**src/rtl/smi_agg_pkg.sv**
```systemverilog
package smi_agg_pkg;

    typedef enum logic [1:0] {
        PIN_FLOAT     = 2'd0,
        PIN_HIGH      = 2'd1,
        PIN_DRIVE_LOW = 2'd2
    } pin_state_e;

    localparam int CTRL_MASTER_BIT = 7;
    localparam int CTRL_PP_BIT     = 0;

endpackage

```
**src/rtl/smi_status_bank.sv**
```systemverilog
module smi_status_bank #(
    parameter int                REG_W    = 8,
    parameter logic [REG_W-1:0]  STS_INIT = '0
) (
    input  logic             clk,
    input  logic             rst_n,
    input  logic [REG_W-1:0] evt,
    input  logic             sts_we,
    input  logic             en_we,
    input  logic [REG_W-1:0] wdata,
    output logic [REG_W-1:0] sts,
    output logic [REG_W-1:0] en,
    output logic             hit
);

    logic [REG_W-1:0] clr_mask;

    assign clr_mask = sts_we ? wdata : '0;

    always_ff @(posedge clk) begin
        if (!rst_n) begin
            sts <= STS_INIT;
        end else begin
            sts <= (sts & ~clr_mask) | evt;
        end
    end

    always_ff @(posedge clk) begin
        if (!rst_n) begin
            en <= '0;
        end else if (en_we) begin
            en <= wdata;
        end
    end

    assign hit = |(sts & en);

endmodule

```
**src/rtl/smi_pin_fsm.sv**
```systemverilog
module smi_pin_fsm
    import smi_agg_pkg::*;
(
    input  logic clk,
    input  logic rst_n,
    input  logic group_irq,
    input  logic master_en,
    input  logic push_pull,
    output logic pin_out,
    output logic pin_oe
);

    pin_state_e state_q;
    pin_state_e state_d;

    always_comb begin
        if (master_en && group_irq) begin
            state_d = PIN_DRIVE_LOW;
        end else if (push_pull) begin
            state_d = PIN_HIGH;
        end else begin
            state_d = PIN_FLOAT;
        end
    end

    always_ff @(posedge clk) begin
        if (!rst_n) begin
            state_q <= PIN_FLOAT;
        end else begin
            state_q <= state_d;
        end
    end

    always_comb begin
        unique case (state_q)
            PIN_FLOAT: begin
                pin_oe  = 1'b0;
                pin_out = 1'b1;
            end
            PIN_HIGH: begin
                pin_oe  = 1'b1;
                pin_out = 1'b1;
            end
            PIN_DRIVE_LOW: begin
                pin_oe  = 1'b1;
                pin_out = 1'b0;
            end
            default: begin
                pin_oe  = 1'b0;
                pin_out = 1'b1;
            end
        endcase
    end

endmodule

```
**src/rtl/smi_aggregator.sv**
```systemverilog
module smi_aggregator
    import smi_agg_pkg::*;
#(
    parameter int                          NUM_REGS = 2,
    parameter int                          REG_W    = 8,
    parameter logic [NUM_REGS*REG_W-1:0]   STS_INIT = 16'h0004,
    localparam int                         ADDR_W   = $clog2(2*NUM_REGS+1)
) (
    input  logic                      clk,
    input  logic                      rst_n,
    input  logic [NUM_REGS*REG_W-1:0] evt_pulse,
    input  logic [ADDR_W-1:0]         reg_addr,
    input  logic                      reg_wr,
    input  logic [REG_W-1:0]          reg_wdata,
    output logic [REG_W-1:0]          reg_rdata,
    output logic                      pin_out,
    output logic                      pin_oe
);

    localparam int CTRL_ADDR = 2*NUM_REGS;

    logic [REG_W-1:0]          sts_arr [NUM_REGS];
    logic [REG_W-1:0]          en_arr  [NUM_REGS];
    logic [NUM_REGS-1:0]       hit_vec;
    logic [NUM_REGS*REG_W-1:0] sts_all;
    logic                      group_irq;
    logic                      master_en;
    logic                      drive_pp;
    logic                      ctrl_we;

    for (genvar g = 0; g < NUM_REGS; g++) begin : g_bank
        logic sts_we_g;
        logic en_we_g;
        assign sts_we_g = reg_wr && (reg_addr == ADDR_W'(g));
        assign en_we_g  = reg_wr && (reg_addr == ADDR_W'(NUM_REGS + g));

        smi_status_bank #(
            .REG_W    (REG_W),
            .STS_INIT (STS_INIT[g*REG_W +: REG_W])
        ) u_bank (
            .clk    (clk),
            .rst_n  (rst_n),
            .evt    (evt_pulse[g*REG_W +: REG_W]),
            .sts_we (sts_we_g),
            .en_we  (en_we_g),
            .wdata  (reg_wdata),
            .sts    (sts_arr[g]),
            .en     (en_arr[g]),
            .hit    (hit_vec[g])
        );

        assign sts_all[g*REG_W +: REG_W] = sts_arr[g];
    end

    assign group_irq = |hit_vec;
    assign ctrl_we   = reg_wr && (reg_addr == ADDR_W'(CTRL_ADDR));

    always_ff @(posedge clk) begin
        if (!rst_n) begin
            master_en <= 1'b0;
            drive_pp  <= 1'b0;
        end else if (ctrl_we) begin
            master_en <= reg_wdata[CTRL_MASTER_BIT];
            drive_pp  <= reg_wdata[CTRL_PP_BIT];
        end
    end

    always_comb begin
        reg_rdata = '0;
        for (int i = 0; i < NUM_REGS; i++) begin
            if (reg_addr == ADDR_W'(i)) begin
                reg_rdata = sts_arr[i];
            end
            if (reg_addr == ADDR_W'(NUM_REGS + i)) begin
                reg_rdata = en_arr[i];
            end
        end
        if (reg_addr == ADDR_W'(CTRL_ADDR)) begin
            reg_rdata[CTRL_MASTER_BIT] = master_en;
            reg_rdata[CTRL_PP_BIT]     = drive_pp;
        end
    end

    smi_pin_fsm u_pin (
        .clk       (clk),
        .rst_n     (rst_n),
        .group_irq (group_irq),
        .master_en (master_en),
        .push_pull (drive_pp),
        .pin_out   (pin_out),
        .pin_oe    (pin_oe)
    );

endmodule

```
**config.mk**
```make
export PLATFORM = sky130hd
export DESIGN_NAME = smi_aggregator
export DESIGN_NICKNAME = d
export VERILOG_FILES = /design/src/rtl/smi_agg_pkg.sv /design/src/rtl/smi_status_bank.sv /design/src/rtl/smi_pin_fsm.sv /design/src/rtl/smi_aggregator.sv
export SDC_FILE = /design/constraint.sdc
export NUM_CORES = 1
export LEC_CHECK = 0
export ABC_CLOCK_PERIOD_IN_PS = 3600
export BUFFER_PORTS_ARGS = -buffer_cell sky130_fd_sc_hd__buf_2
export CORE_ASPECT_RATIO = 0.6
export CORE_MARGIN = 5
export CORE_UTILIZATION = 40
export DETAILED_ROUTE_END_ITERATION = 8
export PLACE_DENSITY_LB_ADDON = 0.15
export REMOVE_ABC_BUFFERS = 1
export SYNTH_ARGS = -nofsm -noshare
export SYNTH_HDL_FRONTEND = slang
export SYNTH_SLANG_ARGS = --single-unit
```
**constraint.sdc**
```tcl
create_clock -name clk -period 3.6 [get_ports clk]
set_input_delay 0.18 -clock clk [delete_from_list [all_inputs] [get_ports clk]]
set_output_delay 0.18 -clock clk [all_outputs]
set_load 0.02 [all_outputs]
```
# Word level (Yosys, flattened, before mapping)
# Index checks and enable logic that the tools add are counted.
op_classes:
  n_eq_ne: 6
  muxes: 12
  n_bitwise: 9
  reduce_logical: 10
op_table:
  columns: ["op", "count"]
  rows:
  - ["two-way mux 8 bit", 6]
  - ["bitwise AND 8 bit", 4]
  - ["inverter 8 bit", 2]
  - ["OR 8 bit", 2]
  - ["OR reduction 16 bit", 1]
  - ["== test 3 x 2 -> 1 bit, second input constant", 2]
  - ["logical AND 1 bit", 6]
  - ["two-way mux 1 bit", 5]
  - ["OR reduction 2 bit", 2]
  - ["== test 3 x 1 -> 1 bit, second input constant", 1]
  - ["== test 3 bit, second input constant", 1]
  - ["zero test 3 bit", 1]
  - ["== test 2 x 1 -> 1 bit, second input constant", 1]
  - ["== test 2 bit, second input constant", 1]
  - ["two-way mux 2 bit", 1]
  - ["inverter 1 bit", 1]
word_totals:
  ff_bits: 36
  input_bits: 30

# Depth between registers and ports, before layout
# Gate-level depths: netlist (run 1).
logic_depth:
  ltp_word: 6
  mapped_depth: 5
  mapped_depth_nobuf: 4

# Hierarchy
# Synthesis (run 1) repeated with hierarchy kept, for this count alone.
hier_totals:
  hier_cells: 161
  area_unflattened_um2: 1722.9
by_module_without_submodules:
  columns: ["mod", "n_inst", "cells_each", "area_each_um2", "seq_area_each_um2"]
  rows:
  - ["smi_status_bank (g_bank[1].u_bank)", 1, 55, 625.6, 320.3]
  - ["smi_status_bank (g_bank[0].u_bank)", 1, 56, 606.8, 320.3]
  - ["smi_aggregator", 1, 41, 411.6, 40.0]
  - ["smi_pin_fsm", 1, 9, 78.8, 40.0]

# Worst setup path before layout (run 1)
# OpenSTA, ideal clock, no wires.
synth_timing:
  kind: "input port to output port"
  from: "in reg_addr[0]"
  to: "out reg_rdata[0]"
  arrival_ps: 1001
  t_required_ps: 3420
  path_slack_ps: 2419
  path_stages: 4
  n_path_buf: 1
  cell_sequence: "buf_6 -> mux4_2 -> inv_1 -> o21ai_1"
synth_between:
  elab_chain_len: 6
  elab_cells_between_ends: 10
  cone_classes: "eq/ne (4); mux (5); reduce/logical (1)"
synth_rtl:
  columns: ["element", "line_no", "text"]
  rows:
  - ["from (decl)", "smi_aggregator.sv:12", "input logic [ADDR_W-1:0] reg_addr,"]
  - ["zero test 3 bit", "smi_aggregator.sv:71", "if (reg_addr == ADDR_W'(i)) begin"]
  - ["two-way mux 8 bit", "smi_aggregator.sv:71", null]
  - ["two-way mux 8 bit", "smi_aggregator.sv:74", "if (reg_addr == ADDR_W'(NUM_REGS + i)) begin"]
  - ["two-way mux 8 bit", "smi_aggregator.sv:71", null]
  - ["two-way mux 8 bit", "smi_aggregator.sv:74", null]
  - ["two-way mux 1 bit *", "smi_aggregator.sv:78", "if (reg_addr == ADDR_W'(CTRL_ADDR)) begin"]
  - ["to (decl)", "smi_aggregator.sv:15", "output logic [REG_W-1:0] reg_rdata,"]
# Every way passes the cells marked *; elsewhere a longest branch is shown, timed or not.

# Final worst setup path (run 1)
layout_timing:
  from: "reg g_bank[1].u_bank.en[1]"
  to: "out reg_rdata[1]"
layout_between:
  elab_chain_len: 1
layout_rtl:
  columns: ["element", "line_no", "text"]
  rows:
  - ["from (decl)", "smi_status_bank.sv:12", "output logic [REG_W-1:0] en,"]
  - ["from (signal assigned)", "smi_status_bank.sv:32", "en <= wdata;"]
  - ["two-way mux 8 bit", "smi_aggregator.sv:74", null]
# No other way between the ends.

==> results.py, run 1 <==
metrics = {
    "worst_setup_path": {
        "cp_top_family": "multiplexers",
        "cp_slowest_stage_delay_ns": 0.47,
        "timing.critical_path.required_ns": 3.42,
        "timing.rr.end": "u_pin.state_q[1]",
        "reg2reg_from": "g_bank[1].u_bank.sts[5]",
        "worst-path-buf-inv": 1,
        "rr_worst_depth": 4,
        "arrival_ns": 1.42,
        "crit_start": "g_bank[1].u_bank.en[1]",
        "cp_cell_sequence": "mux4_2 -> nor2b_1 -> buf_2",
        "slowest_stage": "mux4_2",
        "cp-end-kind": "primary output",
        "cp_max_fo": 3,
        "criticalPathCategory": "flip-flop to primary output",
        "cp.depth": 3,
        "crit_path_end": "reg_rdata[1]",
        "worst_setup_path_start_kind": "flip-flop",
        "rrSetupSlack_ns": 2.27,
    },
    "synth": {
        "synth_xor_area_share_pct": 0,
        "ys_seq_area_share_pct": 41.4,
        "netlist_instances": 181,
        "async_flop_share_pct": 0,
        "muxShareOfSynthArea_pct": 16.1,
        "synth.avg_cell_area_um2": 9.61,
        "synthAdderAreaFrac_pct": 0.719,
        "syn_area_um2": 1740,
        "synth_compound_area_share_pct": 12.7,
        "synth_cell_type_count": 25,
        "synth_top_family_by_area": "simple AND/OR/NAND/NOR gates",
        "synthSimpleGateAreaFrac_pct": 24.7,
        "yosys_warnings": 0,
        "ys.flop_type": "dfxtp_1",
        "yosys_register_bits": 36,
        "synth-edff-count": 0,
    },
    "detailed_routing": {
        "routed_wl_um": 4440,
        "wire_per_inst_um": 15.9,
        "via_count": 1454,
        "viasPerCell": 5.19,
        "ant_nets": 0,
        "first_pass_iters": 4,
        "drtIter0Drc": 97,
        "drcViolationCount": 0,
    },
    "sta": {
        "maxSlewHeadroom_pct": 53.0,
        "fin_skew_ns": 0.00557,
        "rsz0062_at_grt": "false",
        "final.min_clock_period_ns": 1.60,
        "post-route-period-util_pct": 44.5,
        "slew_violations": 0,
        "fmax_mhz": 625,
        "finalSetupTns_ns": 0,
        "tightest_slew_ns": 0.702,
        "setup_viol": 0,
        "hold_ws_ns": 0.0704,
        "finalHoldViolations": 0,
    },
    "clock_tree": {
        "post-cts-setup-buffers": 0,
        "clkSinkCount": 36,
        "worstSkewPairLatency_ns": 0.29,
        "htree_levels": 2,
        "clockBufferDepth": 2,
        "cts_buffers": 5,
        "clkTransAtPathRegs_ns": 0.07,
        "cts-hold-fix-buffers": 0,
        "post_cts_resized": 0,
        "root_buffer": "clkbuf_8",
        "cts_tree": "done",
    },
    "power": {
        "power.switching_mw": 0.216,
        "ir_worst_vdd_mv": 0.177,
        "totalPowerFinal_mw": 0.924,
        "p_int_mw": 0.709,
        "seqPwrFrac_pct": 46.6,
        "pwr-share-comb_pct": 10.8,
        "p_clk_share_pct": 42.6,
        "p_sw_share_pct": 23.3,
        "p_leak_nw": 0.820,
        "p_per_area_nw_per_um2": 443,
    },
    "grt": {
        "grt_pass1_wl_um": 7130,
        "grt_overflow": 0,
        "grt_antenna_before_repair": 0,
        "first_global_vias": 1415,
        "grtUsageTotal_pct": 16.9,
        "grt_start_max_net_pins": 37,
    },
    "placement": {
        "post_dp_cell_area_um2": 1960,
        "gp_congestion": 0.820,
        "numPortBuffers": 39,
        "dp_hpwl_um": 3190,
    },
    "hold_path": {
        "hold_class": "input pin to flip-flop",
    },
    "run": {
        "drv_cap": 0,
    },
    "floorplan": {
        "dieWidth_um": 95.1,
        "dieArea_um2": 5810,
        "start_util_pct": 42.0,
        "core_um2": 4140,
        "rows": 18,
        "die_y_um": 61.1,
        "num_io_pins": 40,
    },
    "finish": {
        "final_util_pct": 50.3,
        "mostFrequentLayoutCells": "buf_2 (39), nand2_1 (36), dfxtp_1 (36)",
        "n_antenna_cell": 0,
        "nets": 250,
        "final_area_um2": 2090,
        "drive_above_1_share_pct": 26.8,
        "syn2layout_area_growth_pct": 19.9,
        "fillers": 414,
        "layout_commonest_cell": "buf_2",
    },
    "status": {
        "outcome": "finished, final reports clean",
    },
}
-- power by group through the flow --
| stage | Sequential [mW] | Combinational (mW) | Clock (mW) |
|---|---|---|---|
| floorplan | 0.433 | 0.0548 | 0 |
| global placement | 0.438 | 0.0979 | 0 |
| finish | 0.430 | 0.100 | 0.394 |
| CTS | 0.430 | 0.101 | 0.400 |
| global route | 0.432 | 0.110 | 0.420 |
| detailed placement | 0.439 | 0.100 | 0 |
-- final cells by class --
class	count	area (µm²)	area share (%)
clock inverter	1	30.0	1.44
inverter	5	18.8	0.900
timing repair buffer	40	203	9.72
clock buffer	7	96.3	4.62
sequential	36	721	34.6
tap	60	75.1	3.60
multi-input combinational	131	942	45.2
-- logic make-up after synthesis --
logic type / count (synthesis)
AOI/OAI and AO/OA: 34
muxes: 18
buffers and inverters: 14
DFF: 36
adders and majority gates: 1
and+or+nand+nor: 78
-- metal layers --
| layer | vias up | GRT usage, % | part of all wire, % |
|---|---|---|---|
| li1 | 705 | - | - |
| met1 | 700 | 23.0 | 48 |
| met2 | 47 | 25.4 | 45 |
| met3 | 2 | 4.64 | 6.7 |
| met4 | 0 | 7.39 | 0.61 |
| met5 | - | 0 | 0 |
-- state kept, by name, indices dropped and copies added, names as in the netlist --
signal             flops
u_pin.state_q          2
drive_pp               1
master_en              1
g_bank.u_bank.en      16
g_bank.u_bank.sts     16
-- cells in the mapped netlist, drive strengths merged, types with 2 or more instances --
cell,instances,area (µm²)
buf,6,46.3
nand2,36,135
inv,5,18.8
mux2i,10,100
clkbuf,3,11.3
a21boi,8,60.1
mux4,8,180
and3,2,12.5
nor2b,32,200
a221oi,4,35.0
a21oi,16,80.1
o21ai,2,10.0
dfxtp,36,721
a22o,4,35.0
-- worst min path at each step --
stage                             from                 endpoint  slack, ns  cells after the start
final                     evt_pulse[2]  g_bank[0].u_bank.sts[2]       0.07                      2
after global routing      evt_pulse[2]  g_bank[0].u_bank.sts[2]       0.08                      2
after CTS                 evt_pulse[2]  g_bank[0].u_bank.sts[2]       0.06                      2
after detailed placement  evt_pulse[2]  g_bank[0].u_bank.sts[2]       0.37                      2
after global placement    evt_pulse[2]  g_bank[0].u_bank.sts[2]       0.37                      2
after floorplan                  rst_n  g_bank[0].u_bank.sts[2]       0.26                      1
-- through the flow --
stage	setup WS (ns)	instances
4_1_cts	1.98	280
3_3_place_gp	1.96	272
5_1_grt	1.94	280
6_report	2.00	280
2_1_floorplan	2.30	172
3_5_place_dp	1.87	272
-- worst register-to-register path, delay by kind of cell (launching register included) --
family             cells  cell delay, ns
AOI/OAI and AO/OA      2            0.50
DFF                    1            0.33
and+or+nand+nor        2            0.41
(Power assumes the default switching activity.)
==> run 2: changes to the inputs <==
Settings changed: ABC_AREA set to 1, ABC_CLOCK_PERIOD_IN_PS 3600 to 1500.
Clock period 3.6 ns to 1.5 ns, I/O delays scaled along.
==> results.py, run 2 <==
metrics = {
    "sta": {
        "fin_skew_ns": 0.00506,
        "fmax_mhz": 818,
        "rsz0062_at_grt": "false",
        "tightest_slew_ns": 0.530,
        "maxSlewHeadroom_pct": 64.6,
        "worst_slack_ns": 0.278,
        "post-route-period-util_pct": 81.5,
        "finalHoldViolations": 0,
        "final.min_clock_period_ns": 1.22,
        "finalSetupTns_ns": 0,
        "setup_viol": 0,
        "slew_violations": 0,
    },
    "synth": {
        "yosys_warnings": 0,
        "yosysMostFrequentCell": "nand2_1",
        "synth_compound_area_share_pct": 10.6,
        "ys_seq_area_share_pct": 43.6,
        "synth_xor_area_share_pct": 0,
        "muxShareOfSynthArea_pct": 0,
        "synth-edff-count": 0,
        "synth_top_area_cell": "dfxtp_1",
        "synth_top_family_by_area": "simple AND/OR/NAND/NOR gates",
        "synth.top_cells.by_area": "dfxtp_1 (44%), nand2_1 (19%), nor2_1 (9.1%), a21oi_1 (7.9%), nand3_1 (5.1%)",
        "syn_area_um2": 1650,
        "ys.flop_type": "dfxtp_1",
        "netlist_instances": 247,
        "synth_cell_type_count": 19,
        "async_flop_share_pct": 0,
        "synth.avg_cell_area_um2": 6.69,
        "synthAdderAreaFrac_pct": 0.757,
        "synthSimpleGateAreaFrac_pct": 40.3,
        "yosys-top-cells-count": "nand2_1 (84), nor2_1 (40), dfxtp_1 (36)",
        "synth_top_area_share_pct": 43.6,
        "yosys_register_bits": 36,
    },
    "detailed_routing": {
        "routed_wl_um": 4760,
        "ant_nets": 0,
        "viasPerCell": 4.86,
        "drtIter0Drc": 95,
        "first_pass_iters": 4,
        "via_count": 1746,
        "drcViolationCount": 0,
        "wire_per_inst_um": 13.3,
    },
    "clock_tree": {
        "cts_buffers": 5,
        "root_buffer": "clkbuf_8",
        "clkSinkCount": 36,
        "clkTransAtPathRegs_ns": 0.07,
        "htree_levels": 2,
        "worstSkewPairLatency_ns": 0.29,
        "cts_tree": "done",
        "clockBufferDepth": 2,
    },
    "run": {
        "drv_cap": 0,
    },
    "grt": {
        "grtUsageTotal_pct": 18.4,
        "grt_start_max_net_pins": 17,
        "grt_pass1_wl_um": 7780,
        "grt_antenna_before_repair": 0,
        "grt_overflow": 0,
        "first_global_vias": 1590,
    },
    "power": {
        "p_clk_share_pct": 41.9,
        "p_per_area_nw_per_um2": 1020,
        "pwr-share-comb_pct": 12.1,
        "totalPowerFinal_mw": 2.24,
        "ir_worst_vdd_mv": 0.459,
        "power.switching_mw": 0.541,
        "seqPwrFrac_pct": 46.0,
        "p_sw_share_pct": 24.1,
        "p_leak_nw": 0.981,
        "p_int_mw": 1.70,
    },
    "finish": {
        "layout_commonest_cell": "nand2_1",
        "final_area_um2": 2210,
        "drive_above_1_share_pct": 19.7,
        "instances_no_fill": 359,
        "mostFrequentLayoutCells": "nand2_1 (84), nor2_1 (40), buf_2 (39)",
        "nets": 339,
        "reg_top3": "g_bank.u_bank.en: 16 flops, g_bank.u_bank.sts: 16 flops, u_pin.state_q: 2 flops",
        "syn2layout_area_growth_pct": 33.6,
        "n_antenna_cell": 0,
    },
    "worst_setup_path": {
        "timing.critical_path.required_ns": 1.42,
        "reg2reg_from": "g_bank[1].u_bank.en[2]",
        "cp-end-kind": "primary output",
        "slowest_stage": "nor3_4",
        "worst_setup_path_start_kind": "input pin",
        "cp_slowest_stage_delay_ns": 0.42,
        "criticalPathCategory": "input pin to primary output",
        "rr_worst_depth": 7,
        "arrival_ns": 1.15,
        "cp_max_fo": 9,
        "timing.rr.end": "u_pin.state_q[0]",
        "rrSetupSlack_ns": 0.47,
        "cp_cell_sequence": "buf_2 -> inv_2 -> nor3_4 -> nand2_1 -> nand2_1 -> inv_1 -> nand4_1 -> buf_2",
    },
    "placement": {
        "place_inst": 336,
        "numPortBuffers": 39,
        "dp_hpwl_um": 3300,
        "post_dp_cell_area_um2": 1930,
        "gp_congestion": 0.747,
        "pre_cts_ws_ns": 0.195,
    },
    "hold_path": {
        "hold_class": "input pin to flip-flop",
        "min_delay_path_depth": 3,
        "hp-start": "evt_pulse[6]",
        "hold_end": "g_bank[0].u_bank.sts[6]",
    },
    "floorplan": {
        "dieWidth_um": 93.0,
        "core_um2": 4050,
        "num_io_pins": 40,
        "rows": 18,
        "start_util_pct": 40.8,
        "die_y_um": 59.8,
        "dieArea_um2": 5560,
    },
    "status": {
        "outcome": "finished, final reports clean",
    },
}
[run 2: timing repair]
| action | 4_1_cts | 5_1_grt |
|---|---|---|
| hold endpoints to repair | 15 | 0 |
| gates resized for setup | 0 | 0 |
| hold buffers | 15 | 0 |
| setup buffers | 0 | 0 |
[run 2: logic make-up after synthesis]
kind of cell,Yosys count
flops,36
compound gates,35
simple gates,156
fa+ha+maj,1
buf+inv,19
[run 2: final cells by class]
type | instances | area [µm²]
clock buffer | 7 | 96.3
clock inverter | 1 | 30.0
sequential | 36 | 721
multi-input combinational | 192 | 855
timing repair buffer | 61 | 398
fill | 426 | 1850
inverter | 12 | 46.3
tap | 50 | 62.6
[run 2: worst max-delay path by stage]
stage	startpoint	end	slack, ns	cells past startpoint
floorplan	reg_addr[2]	g_bank[1].u_bank.en[0]	0.55	6
global placement	reg_addr[1]	g_bank[0].u_bank.en[7]	0.22	7
detailed placement	reg_addr[1]	g_bank[0].u_bank.en[7]	0.19	7
CTS	reg_addr[1]	reg_rdata[0]	0.27	8
global route	reg_addr[1]	reg_rdata[7]	0.15	8
finish	reg_addr[1]	reg_rdata[7]	0.28	8
[run 2: worst max-delay path, delay by kind of cell]
kind                   cells  cell delay (ns)
AND/OR/NAND/NOR            4             0.65
buffers and inverters      4             0.42
[run 2: power by group through the flow]
stage	combinational, mW	clock (mW)	sequential (mW)
2_1_floorplan	0.124	0	1.04
3_3_place_gp	0.240	0	1.05
3_5_place_dp	0.242	0	1.05
4_1_cts	0.272	0.954	1.03
5_1_grt	0.302	1.01	1.04
6_report	0.271	0.940	1.03
[run 2: metrics by stage]
step,hold slack [ns],utilization (%)
finish,0.000456,54.5
global route,0.000715,54.5
CTS,0.00137,54.5
detailed placement,0.266,47.7
global placement,0.266,47.7
floorplan,0.144,-
[run 2: routing by layer]
layer	share of wire [%]	up-vias	track usage [%]
met5	0	-	0
met4	0.90	0	6.26
met3	6.0	4	5.16
met2	41	42	27.2
met1	53	780	25.9
li1	-	920	-
==> run 3: changes to the inputs <==
Settings changed: ABC_AREA 1 to 0, ABC_CLOCK_PERIOD_IN_PS 1500 to 1150.
Clock period 1.5 ns to 1.15 ns, I/O delays scaled along.
==> results.py, run 3 (same netlist as run 1, synthesis figures left out) <==
metrics = {
    "clock_tree": {
        "clkTransAtPathRegs_ns": 0.07,
        "htree_levels": 2,
        "clockBufferDepth": 2,
        "clkSinkCount": 36,
        "cts_buffers": 5,
        "cts_tree": "done",
        "worstSkewPairLatency_ns": 0.29,
        "root_buffer": "clkbuf_8",
    },
    "power": {
        "ir_worst_vdd_mv": 0.601,
        "totalPowerFinal_mw": 2.77,
        "p_leak_nw": 1.11,
        "p_per_area_nw_per_um2": 1050,
    },
    "worst_setup_path": {
        "worst_setup_path_start_kind": "flip-flop",
        "rr_worst_depth": 6,
        "reg2reg_from": "g_bank[1].u_bank.sts[3]",
        "arrival_ns": 1.43,
        "timing.critical_path.required_ns": 1.09,
        "timing.rr.end": "u_pin.state_q[1]",
        "cp-end-kind": "primary output",
        "rrSetupSlack_ns": -0.26,
        "cp_max_fo": 2,
        "criticalPathCategory": "flip-flop to primary output",
    },
    "floorplan": {
        "rows": 18,
        "dieWidth_um": 95.1,
        "dieArea_um2": 5810,
        "start_util_pct": 42.0,
        "core_um2": 4140,
        "num_io_pins": 40,
        "die_y_um": 61.1,
    },
    "sta": {
        "worst_slack_ns": -0.337,
        "setup_viol": 10,
        "tightest_slew_ns": 0.515,
        "rsz0062_at_grt": "true",
        "fmax_mhz": 673,
        "slew_violations": 0,
        "fin_skew_ns": 0.00241,
        "post-route-period-util_pct": 129,
        "finalHoldViolations": 0,
        "final.min_clock_period_ns": 1.49,
        "hold_ws_ns": 0.00485,
        "maxSlewHeadroom_pct": 65.6,
    },
    "finish": {
        "final_util_pct": 63.6,
        "final_area_um2": 2640,
        "drive_above_1_share_pct": 51.3,
        "layout_commonest_cell": "buf_4",
        "fillers": 377,
        "reg_top3": "g_bank.u_bank.en: 16 flops, g_bank.u_bank.sts: 16 flops, u_pin.state_q: 2 flops",
        "nets": 303,
        "n_antenna_cell": 0,
        "mostFrequentLayoutCells": "buf_4 (44), nand2_1 (36), buf_2 (30)",
        "syn2layout_area_growth_pct": 51.6,
        "instances_no_fill": 333,
    },
    "status": {
        "violations": "setup timing",
        "outcome": "complete, but fails checks",
    },
    "detailed_routing": {
        "drcViolationCount": 0,
        "first_pass_iters": 4,
        "via_count": 1645,
        "routed_wl_um": 5140,
        "wire_per_inst_um": 15.4,
        "viasPerCell": 4.94,
        "drtIter0Drc": 64,
        "ant_nets": 0,
    },
    "hold_path": {
        "hold_end": "g_bank[1].u_bank.sts[6]",
        "min_delay_path_depth": 3,
        "hp-start": "evt_pulse[14]",
        "hold_class": "input pin to flip-flop",
    },
    "grt": {
        "grt_start_max_net_pins": 37,
        "grt_pass1_wl_um": 8090,
        "grt_antenna_before_repair": 0,
        "first_global_vias": 1643,
        "grt_overflow": 0,
        "grtUsageTotal_pct": 19.0,
    },
    "placement": {
        "gp_congestion": 0.827,
        "dp_hpwl_um": 3520,
        "place_inst": 291,
        "post_dp_cell_area_um2": 2110,
        "numPortBuffers": 39,
    },
    "run": {
        "drv_cap": 0,
    },
}
[run 3: through the flow]
stage               TNS (ns)  setup slack, ns
floorplan             -0.240          -0.0300
global placement      -0.806           -0.102
detailed placement     -1.33           -0.136
CTS                    -2.51           -0.364
global route           -3.11           -0.375
finish                 -2.66           -0.337
[run 3: worst max-delay path, cell delays in order, from the launching register on]
cell and delay (ns):
dfxtp_2 0.33, buf_6 0.11, mux4_2 0.44, nor2b_4 0.14, buf_6 0.12
[run 3: final cells by class]
| class | instances | area (µm²) | area share, % |
|---|---|---|---|
| multi-input cells | 131 | 1010 | 38.2 |
| flip-flops and latches | 36 | 752 | 28.5 |
| clock inverters | 2 | 10.0 | 0.380 |
| clock buffers | 6 | 82.6 | 3.13 |
| repair buffers | 93 | 691 | 26.2 |
| inverters | 5 | 18.8 | 0.712 |
| well taps | 60 | 75.1 | 2.85 |
[run 3: repair_timing]
action	4_1_cts	5_1_grt
hold endpoints to repair	10	0
buffers inserted	20	4
setup endpoints to repair	11	11
pin swaps	6	3
hold buffers	10	0
gates resized for setup	48	9
[run 3: where the power goes]
group	internal [mW]	switching (mW)	total [mW]
clock	0.478	0.451	0.929
sequential	1.31	0.0384	1.35
combinational	0.281	0.212	0.493
[run 3: routing by layer]
layer | track usage (%) | vias up | wire (µm)
li1 | - | 810 | -
met1 | 25.9 | 786 | 2450
met2 | 30.2 | 41 | 2330
met3 | 3.79 | 8 | 294
met4 | 7.39 | 0 | 63
met5 | 0 | - | 0
[run 3: worst max path at each step]
stage / startpoint / end / slack [ns] / depth (start not counted)
floorplan: reg_wr / g_bank[1].u_bank.sts[0] / -0.03 / 4
global placement: g_bank[1].u_bank.sts[3] / u_pin.state_q[1] / -0.10 / 4
detailed placement: g_bank[1].u_bank.sts[3] / u_pin.state_q[1] / -0.14 / 4
CTS: g_bank[1].u_bank.sts[0] / reg_rdata[0] / -0.36 / 5
global route: g_bank[1].u_bank.sts[3] / reg_rdata[3] / -0.37 / 4
finish: g_bank[1].u_bank.sts[3] / reg_rdata[3] / -0.34 / 4
